==> src/rtl/uflag_pkg.sv <==
`timescale 1ns/1ps
package uflag_pkg;
  localparam int STAT_W = 32;

  localparam int BIT_PAR    = 2;
  localparam int BIT_FRM    = 3;
  localparam int BIT_BRK    = 4;
  localparam int BIT_RXRDY  = 5;
  localparam int BIT_RXTO   = 6;
  localparam int BIT_TXLOW  = 7;
  localparam int BIT_TXDONE = 8;
  localparam int BIT_ADDR   = 9;
  localparam int BIT_CTSCHG = 10;
  localparam int BIT_CTSACT = 11;

  // every defined flag position
  localparam logic [STAT_W-1:0] FLAG_MASK = 32'h0000_0FFC;
  // flags that latch and clear by writing 1
  localparam logic [STAT_W-1:0] W1C_MASK  = 32'h0000_061C;

  typedef struct packed {
    logic [STAT_W-1:0] clrMask;   // write-1 clear request, already masked
    logic              enWr;      // load enable register
    logic [STAT_W-1:0] enVal;     // value for enable register
    logic              ctsActive; // synchronised pin is low
    logic              ctsEdge;   // synchronised pin changed
  } ctrl_strobe_t;
endpackage

==> src/rtl/uflag_ctrl.sv <==
`timescale 1ns/1ps
module uflag_ctrl
  import uflag_pkg::*;
#(
  parameter int ADDR_W = 2
) (
  input  logic              clk,
  input  logic              rstN,
  input  logic              busSel,
  input  logic              busWr,
  input  logic [ADDR_W-1:0] busAddr,
  input  logic [STAT_W-1:0] busWdata,
  input  logic              ctsPinN,
  input  logic [STAT_W-1:0] statusWord,
  input  logic [STAT_W-1:0] enableWord,
  output logic [STAT_W-1:0] busRdata,
  output ctrl_strobe_t      strobe
);
  localparam logic [ADDR_W-1:0] ADDR_STAT = ADDR_W'(0);
  localparam logic [ADDR_W-1:0] ADDR_EN   = ADDR_W'(1);

  logic ctsMeta, ctsSync, ctsPrev;
  logic wrStat, wrEn;

  // two-stage synchroniser plus one history stage; idle level is high
  always_ff @(posedge clk or negedge rstN) begin
    if (!rstN) begin
      ctsMeta <= 1'b1;
      ctsSync <= 1'b1;
      ctsPrev <= 1'b1;
    end else begin
      ctsMeta <= ctsPinN;
      ctsSync <= ctsMeta;
      ctsPrev <= ctsSync;
    end
  end

  assign wrStat = busSel && busWr && (busAddr == ADDR_STAT);
  assign wrEn   = busSel && busWr && (busAddr == ADDR_EN);

  always_comb begin
    strobe.clrMask   = wrStat ? (busWdata & W1C_MASK) : '0;
    strobe.enWr      = wrEn;
    strobe.enVal     = busWdata & FLAG_MASK;
    strobe.ctsActive = ~ctsSync;
    strobe.ctsEdge   = ctsSync ^ ctsPrev;
  end

  always_comb begin
    busRdata = '0;
    if (busSel && !busWr) begin
      if (busAddr == ADDR_STAT)    busRdata = statusWord;
      else if (busAddr == ADDR_EN) busRdata = enableWord;
    end
  end

  // enable register never holds bits outside the flag field
  assert_enable_field_R10: assert property (@(posedge clk) disable iff (!rstN)
    (enableWord & ~FLAG_MASK) == '0);

  // undefined status positions stay zero
  assert_status_field_R1: assert property (@(posedge clk) disable iff (!rstN)
    (statusWord & ~FLAG_MASK) == '0);

  // status bit follows synchronised pin once reset is gone
  assert_cts_level_R2: assert property (@(posedge clk) disable iff (!rstN)
    statusWord[BIT_CTSACT] == ~ctsSync);
endmodule

==> src/rtl/uflag_datapath.sv <==
`timescale 1ns/1ps
module uflag_datapath
  import uflag_pkg::*;
#(
  parameter int LVL_W = 3
) (
  input  logic              clk,
  input  logic              rstN,
  input  ctrl_strobe_t      strobe,
  input  logic              evAddrMatch,
  input  logic              evBreak,
  input  logic              evFrameErr,
  input  logic              evParityErr,
  input  logic              evRxTimeout,
  input  logic              dataWrStrobe,
  input  logic              txShiftEmpty,
  input  logic [LVL_W-1:0]  txLevel,
  input  logic [LVL_W-1:0]  txThresh,
  input  logic [LVL_W-1:0]  rxLevel,
  input  logic [LVL_W-1:0]  rxThresh,
  output logic [STAT_W-1:0] statusWord,
  output logic [STAT_W-1:0] enableWord,
  output logic [STAT_W-1:0] irqVec,
  output logic              irq
);
  logic [STAT_W-1:0] setVec;
  logic [STAT_W-1:0] stickyQ;
  logic txDoneQ, txLowQ, rxRdyQ, rxToQ;
  logic [STAT_W-1:0] enableQ;
  logic txIdle, rxEmpty;

  always_comb begin
    setVec             = '0;
    setVec[BIT_PAR]    = evParityErr;
    setVec[BIT_FRM]    = evFrameErr;
    setVec[BIT_BRK]    = evBreak;
    setVec[BIT_ADDR]   = evAddrMatch;
    setVec[BIT_CTSCHG] = strobe.ctsEdge;
  end

  // sticky flags: set has priority over a write-1 clear
  for (genvar i = 0; i < STAT_W; i++) begin : g_flag
    if (W1C_MASK[i]) begin : g_sticky
      logic q;
      always_ff @(posedge clk or negedge rstN) begin
        if (!rstN) q <= 1'b0;
        else       q <= setVec[i] | (q & ~strobe.clrMask[i]);
      end
      assign stickyQ[i] = q;

      assert_set_wins_R5: assert property (@(posedge clk) disable iff (!rstN)
        setVec[i] |=> q);
      assert_sticky_hold_R4: assert property (@(posedge clk) disable iff (!rstN)
        (q && !strobe.clrMask[i]) |=> q);
    end else begin : g_plain
      assign stickyQ[i] = 1'b0;
    end
  end

  assign txIdle  = (txLevel == '0) && txShiftEmpty;
  assign rxEmpty = (rxLevel == '0);

  always_ff @(posedge clk or negedge rstN) begin
    if (!rstN) begin
      txDoneQ <= 1'b0;
      txLowQ  <= 1'b0;
      rxRdyQ  <= 1'b0;
      rxToQ   <= 1'b0;
      enableQ <= '0;
    end else begin
      txDoneQ <= txIdle && !dataWrStrobe;
      txLowQ  <= (txLevel < txThresh);
      rxRdyQ  <= (rxLevel >= rxThresh);
      rxToQ   <= rxEmpty ? 1'b0 : (rxToQ | evRxTimeout);
      if (strobe.enWr) enableQ <= strobe.enVal;
    end
  end

  always_comb begin
    statusWord             = stickyQ;
    statusWord[BIT_TXDONE] = txDoneQ;
    statusWord[BIT_TXLOW]  = txLowQ;
    statusWord[BIT_RXRDY]  = rxRdyQ;
    statusWord[BIT_RXTO]   = rxToQ;
    statusWord[BIT_CTSACT] = strobe.ctsActive;
  end

  assign enableWord = enableQ;
  assign irqVec     = statusWord & enableQ;
  assign irq        = |irqVec;

  assert_txdone_wr_R6: assert property (@(posedge clk) disable iff (!rstN)
    dataWrStrobe |=> !statusWord[BIT_TXDONE]);
  assert_rxto_empty_R9: assert property (@(posedge clk) disable iff (!rstN)
    rxEmpty |=> !statusWord[BIT_RXTO]);
  assert_txlow_track_R7: assert property (@(posedge clk) disable iff (!rstN)
    (txLevel < txThresh) |=> statusWord[BIT_TXLOW]);
  assert_rxrdy_track_R8: assert property (@(posedge clk) disable iff (!rstN)
    (rxLevel < rxThresh) |=> !statusWord[BIT_RXRDY]);
  assert_irq_masked_R10: assert property (@(posedge clk) disable iff (!rstN)
    (enableQ == '0) |-> !irq);
endmodule

==> src/rtl/uart_flag_unit.sv <==
`timescale 1ns/1ps
module uart_flag_unit
  import uflag_pkg::*;
#(
  parameter int LVL_W  = 3,
  parameter int ADDR_W = 2
) (
  input  logic              clk,
  input  logic              rstN,
  input  logic              busSel,
  input  logic              busWr,
  input  logic [ADDR_W-1:0] busAddr,
  input  logic [31:0]       busWdata,
  output logic [31:0]       busRdata,
  input  logic              ctsPinN,
  input  logic              evAddrMatch,
  input  logic              evBreak,
  input  logic              evFrameErr,
  input  logic              evParityErr,
  input  logic              evRxTimeout,
  input  logic              dataWrStrobe,
  input  logic              txShiftEmpty,
  input  logic [LVL_W-1:0]  txLevel,
  input  logic [LVL_W-1:0]  txThresh,
  input  logic [LVL_W-1:0]  rxLevel,
  input  logic [LVL_W-1:0]  rxThresh,
  output logic [31:0]       statusWord,
  output logic [31:0]       irqVec,
  output logic              irq
);
  ctrl_strobe_t      strobe;
  logic [STAT_W-1:0] enableWord;

  uflag_ctrl #(.ADDR_W(ADDR_W)) u_ctrl (
    .clk(clk), .rstN(rstN), .busSel(busSel), .busWr(busWr),
    .busAddr(busAddr), .busWdata(busWdata), .ctsPinN(ctsPinN),
    .statusWord(statusWord), .enableWord(enableWord),
    .busRdata(busRdata), .strobe(strobe)
  );

  uflag_datapath #(.LVL_W(LVL_W)) u_dp (
    .clk(clk), .rstN(rstN), .strobe(strobe),
    .evAddrMatch(evAddrMatch), .evBreak(evBreak), .evFrameErr(evFrameErr),
    .evParityErr(evParityErr), .evRxTimeout(evRxTimeout),
    .dataWrStrobe(dataWrStrobe), .txShiftEmpty(txShiftEmpty),
    .txLevel(txLevel), .txThresh(txThresh), .rxLevel(rxLevel), .rxThresh(rxThresh),
    .statusWord(statusWord), .enableWord(enableWord), .irqVec(irqVec), .irq(irq)
  );
endmodule

==> config.mk <==
export PLATFORM = sky130hd
export DESIGN_NAME = uart_flag_unit
export DESIGN_NICKNAME = d
export VERILOG_FILES = /design/src/rtl/uflag_pkg.sv /design/src/rtl/uflag_ctrl.sv /design/src/rtl/uflag_datapath.sv /design/src/rtl/uart_flag_unit.sv
export SDC_FILE = /design/constraint.sdc
export NUM_CORES = 1
export LEC_CHECK = 0
export BUFFER_PORTS_ARGS = -buffer_cell sky130_fd_sc_hd__buf_2
export CELL_PAD_IN_SITES_DETAIL_PLACEMENT = 1
export CELL_PAD_IN_SITES_GLOBAL_PLACEMENT = 1
export CORE_MARGIN = 4
export CORE_UTILIZATION = 23
export DETAILED_ROUTE_END_ITERATION = 16
export PLACE_DENSITY = 0.82
export SYNTH_ARGS = -nofsm -noshare
export SYNTH_HDL_FRONTEND = slang
export SYNTH_SLANG_ARGS = --single-unit
==> constraint.sdc <==
create_clock -name clk -period 2 [get_ports clk]
set_clock_uncertainty 0.1 [all_clocks]
set_input_delay 0.4 -clock clk [delete_from_list [all_inputs] [get_ports clk]]
set_output_delay 0.4 -clock clk [all_outputs]
set_load 0.005 [all_outputs]
==> out/metrics.yaml <==
clock_network:
  clk_latency_ns: 0.26
  clk_pin_slew_worst_paths_ns: 0.08
  root_buffer: "clkbuf_8"
  htree_levels: 1
  cts_sinks: 22
  cts_tree: "done"
  cts_buffer_depth: 2
  numCtsBuffers: 3
logic_synthesis:
  synth.area.top_cells: "buf_4 (33%), dfrtp_1 (28%), mux2_2 (6.6%), mux2i_1 (5.3%), dfstp_2 (4.6%)"
  synth_most_common_cell: "buf_4"
  synth_ff_type: "dfrtp_1"
  syn-cell-area_sq_mm: 0.001714
  async_flop_share_pct: 100.0
  yosysTopAreaCell: "buf_4"
  synthTopCellsByCount: "buf_4 (75), dfrtp_1 (19), nor2_1 (11), mux2_2 (10), mux2i_1 (9)"
  synth_seq_cells: 22
  synth.top_cell.area_share_pct: 32.85
  synthCells: 179
  avgSynthCellArea_sq_um: 9.576
  yosysWarnings: 0
  synth-seq-area-share_pct: 32.34
  synth_edf_count: 0
  yosys.cell_types.count: 28
final_layout:
  final_nets: 317
  area_growth_pct: 18.54
  n_antenna_cell: 0
  num-fill-cells: 885
  final_cell_count_no_fill: 352
  drive_above_1_share_pct: 42.29
floorplan:
  start_util_pct: 23.63
  placementRows: 31
  dieArea_sq_mm: 0.008898
  die_h_microns: 94.33
  io_pins: 155
  dieWidth_microns: 94.33
  coreArea_sq_mm: 0.007253
sta:
  slew_headroom_pct: 65.75
  fmax_mhz: 409.2
  finalCriticalPeriod_ns: 2.444
  final.setup.worst_slack_ns: -0.4437
  hold_viol_final: 0
  setup_violations: 1
  worst_pin_slew_ns: 0.5137
  drv_slew: 0
  rsz0062_at_grt: "yes"
  fin_crit_sh_pct: 122.2
global_routing:
  grt_pass1_vias: 1242
  antenna_found_initial: 0
  grt_start_max_net_pins: 23
  grt_overflow: 0
  grt_usage_pct: 8.874
  grt_pass1_wl_microns: 6044
detailed_routing:
  ant_nets: 0
  wl_microns: 4245
  remaining_drc_errors: 0
  vias: 1282
  post_drt_wl_per_cell_microns: 12.06
  drt_iter0_drc: 19
  via_per_inst: 3.642
  drt-pass1-iter-count: 3
critical_path:
  cp-end-kind: "output port"
  r2r_slack_ns: 0.92
  worst-setup-path-type: "register to output port"
  cp-start-kind: "register"
  reg2reg_depth: 3
  r2r_start: "u_ctrl.ctsSync$_DFF_PN1_"
  arrival_ns: 1.94
  cp_data_required_time_ns: 1.50
  critPathMaxFanout: 2
  r2r-end: "u_dp.g_flag[10].g_sticky.q$_DFF_PN0_"
hold_path:
  hold_path.class: "input port to async pin"
pwr:
  cellPowerDensity_mw_per_mm2: 610.1
  vdd_drop_max_mv: 0.1682
  p_leak_nw: 1.120
placed_design:
  io_buffers: 66
  dpl.cell_count: 347
  dp_slack_ns: -0.1794
  gp_congestion: 0.6556
  dpl.hpwl_microns: 3604
status:
  violations: "setup timing"
  outcome: "complete, but fails checks"
job:
  max_cap_viol_count: 0
## logic make-up after synthesis
family	share of synthesized area [%]
XOR/XNOR	0.5110
multiplexers	11.83
adder cells (fa/ha/maj)	3.650
other	0.2188
flip-flops	32.34
AO/OA/AOI/OAI	4.745
buffers and inverters	34.82
AND/OR/NAND/NOR	11.90
## per-layer routing
layer	GRT usage [%]	vias to the layer above	wire (microns)
met3	1.434	6	372
met5	0	-	0
met1	9.273	616	1483
li1	-	588	-
met2	16.96	72	2310
met4	4.452	0	78
## sequential cells by signal, indices dropped and copies added, names as in the netlist
name,cells
u_ctrl.ctsPrev,1
u_ctrl.ctsSync,1
u_dp.rxRdyQ,1
u_dp.rxToQ,1
u_dp.txLowQ,1
u_dp.enableWord,10
u_dp.g_flag.g_sticky.q,5
u_dp.txDoneQ,1
u_ctrl.ctsMeta,1
## layout make-up
type                       instances  area [sq um]  area share [%]
sequential                        22         554.3           27.28
multi-input combinational        138         818.3           40.27
tap                               99         123.9           6.096
inverter                           6         22.52           1.108
clock buffer                       4         55.05           2.709
timing repair buffer              83         457.9           22.54
## cells in the final DEF (no fill, tap or decap)
cell type  instances
a21o_2             1
nor2b_1            1
nor4_1             2
clkbuf_8           4
buf_4             17
and2_1             5
mux2i_1            9
or3b_4             1
nor2_1            11
conb_1            66
nand2_1            5
a21o_1             7
o32a_1             1
mux2_2            10
and4bb_2           1
ha_1               5
or4b_1             1
and2_0             1
dfstp_2            3
buf_2             66
nand2b_1           3
or4_4              1
and2_4             3
a21oi_1            2
inv_1              6
dfrtp_1           19
nand4b_1           1
xor2_1             1
## what timing repair did
| item | 4_1_cts | 5_1_grt |
|---|---|---|
| gates resized for setup | 1 | 2 |
| hold buffers | 0 | 0 |
| pin swaps | 1 | 0 |
| setup buffers | 0 | 1 |
| cloned | 0 | 0 |
| setup endpoints to repair | 1 | 2 |
## report_power, final
group	total (mW)	internal, mW	switching (mW)
registers	0.536	0.504	0.0319
clock network	0.323	0.175	0.147
logic	0.382	0.207	0.174
total	1.24	0.886	0.353
## worst max-delay path by stage
stage | to | start | slack (ns) | cells after the start
floorplan | irq | u_dp.rxToQ$_DFF_PN0_ | 0.0005 | 3
global placement | irq | u_dp.enableWord[9]$_DFFE_PN0P_ | -0.16 | 4
detailed placement | irq | u_dp.enableWord[9]$_DFFE_PN0P_ | -0.18 | 4
CTS | irq | u_dp.g_flag[9].g_sticky.q$_DFF_PN0_ | -0.46 | 4
global route | irq | u_dp.g_flag[9].g_sticky.q$_DFF_PN0_ | -0.48 | 4
finish | irq | u_dp.g_flag[9].g_sticky.q$_DFF_PN0_ | -0.44 | 4
## worst max-delay path, cell delays in order, from the launching register on
cell	delay, ns
dfrtp_1	0.39
and2_4	0.16
or4_4	0.52
or4b_1	0.47
buf_2	0.14
## metrics by stage
stage               instance area, sq um  hold slack, ns  setup TNS, ns  util, %  power (mW)
finish                              2032        0.001285        -0.4437    28.01       1.240
global route                        2032         0.03443        -0.4797    28.01       1.334
CTS                                 2019         0.01076        -0.4580    27.84       1.260
detailed placement                  1961          0.2516        -0.1794    27.03      0.9201
global placement                    1961          0.2482        -0.1588    27.03      0.9031
floorplan                           1961        0.004409              0        -      0.8268
Power figures use the tool's default switching activity.
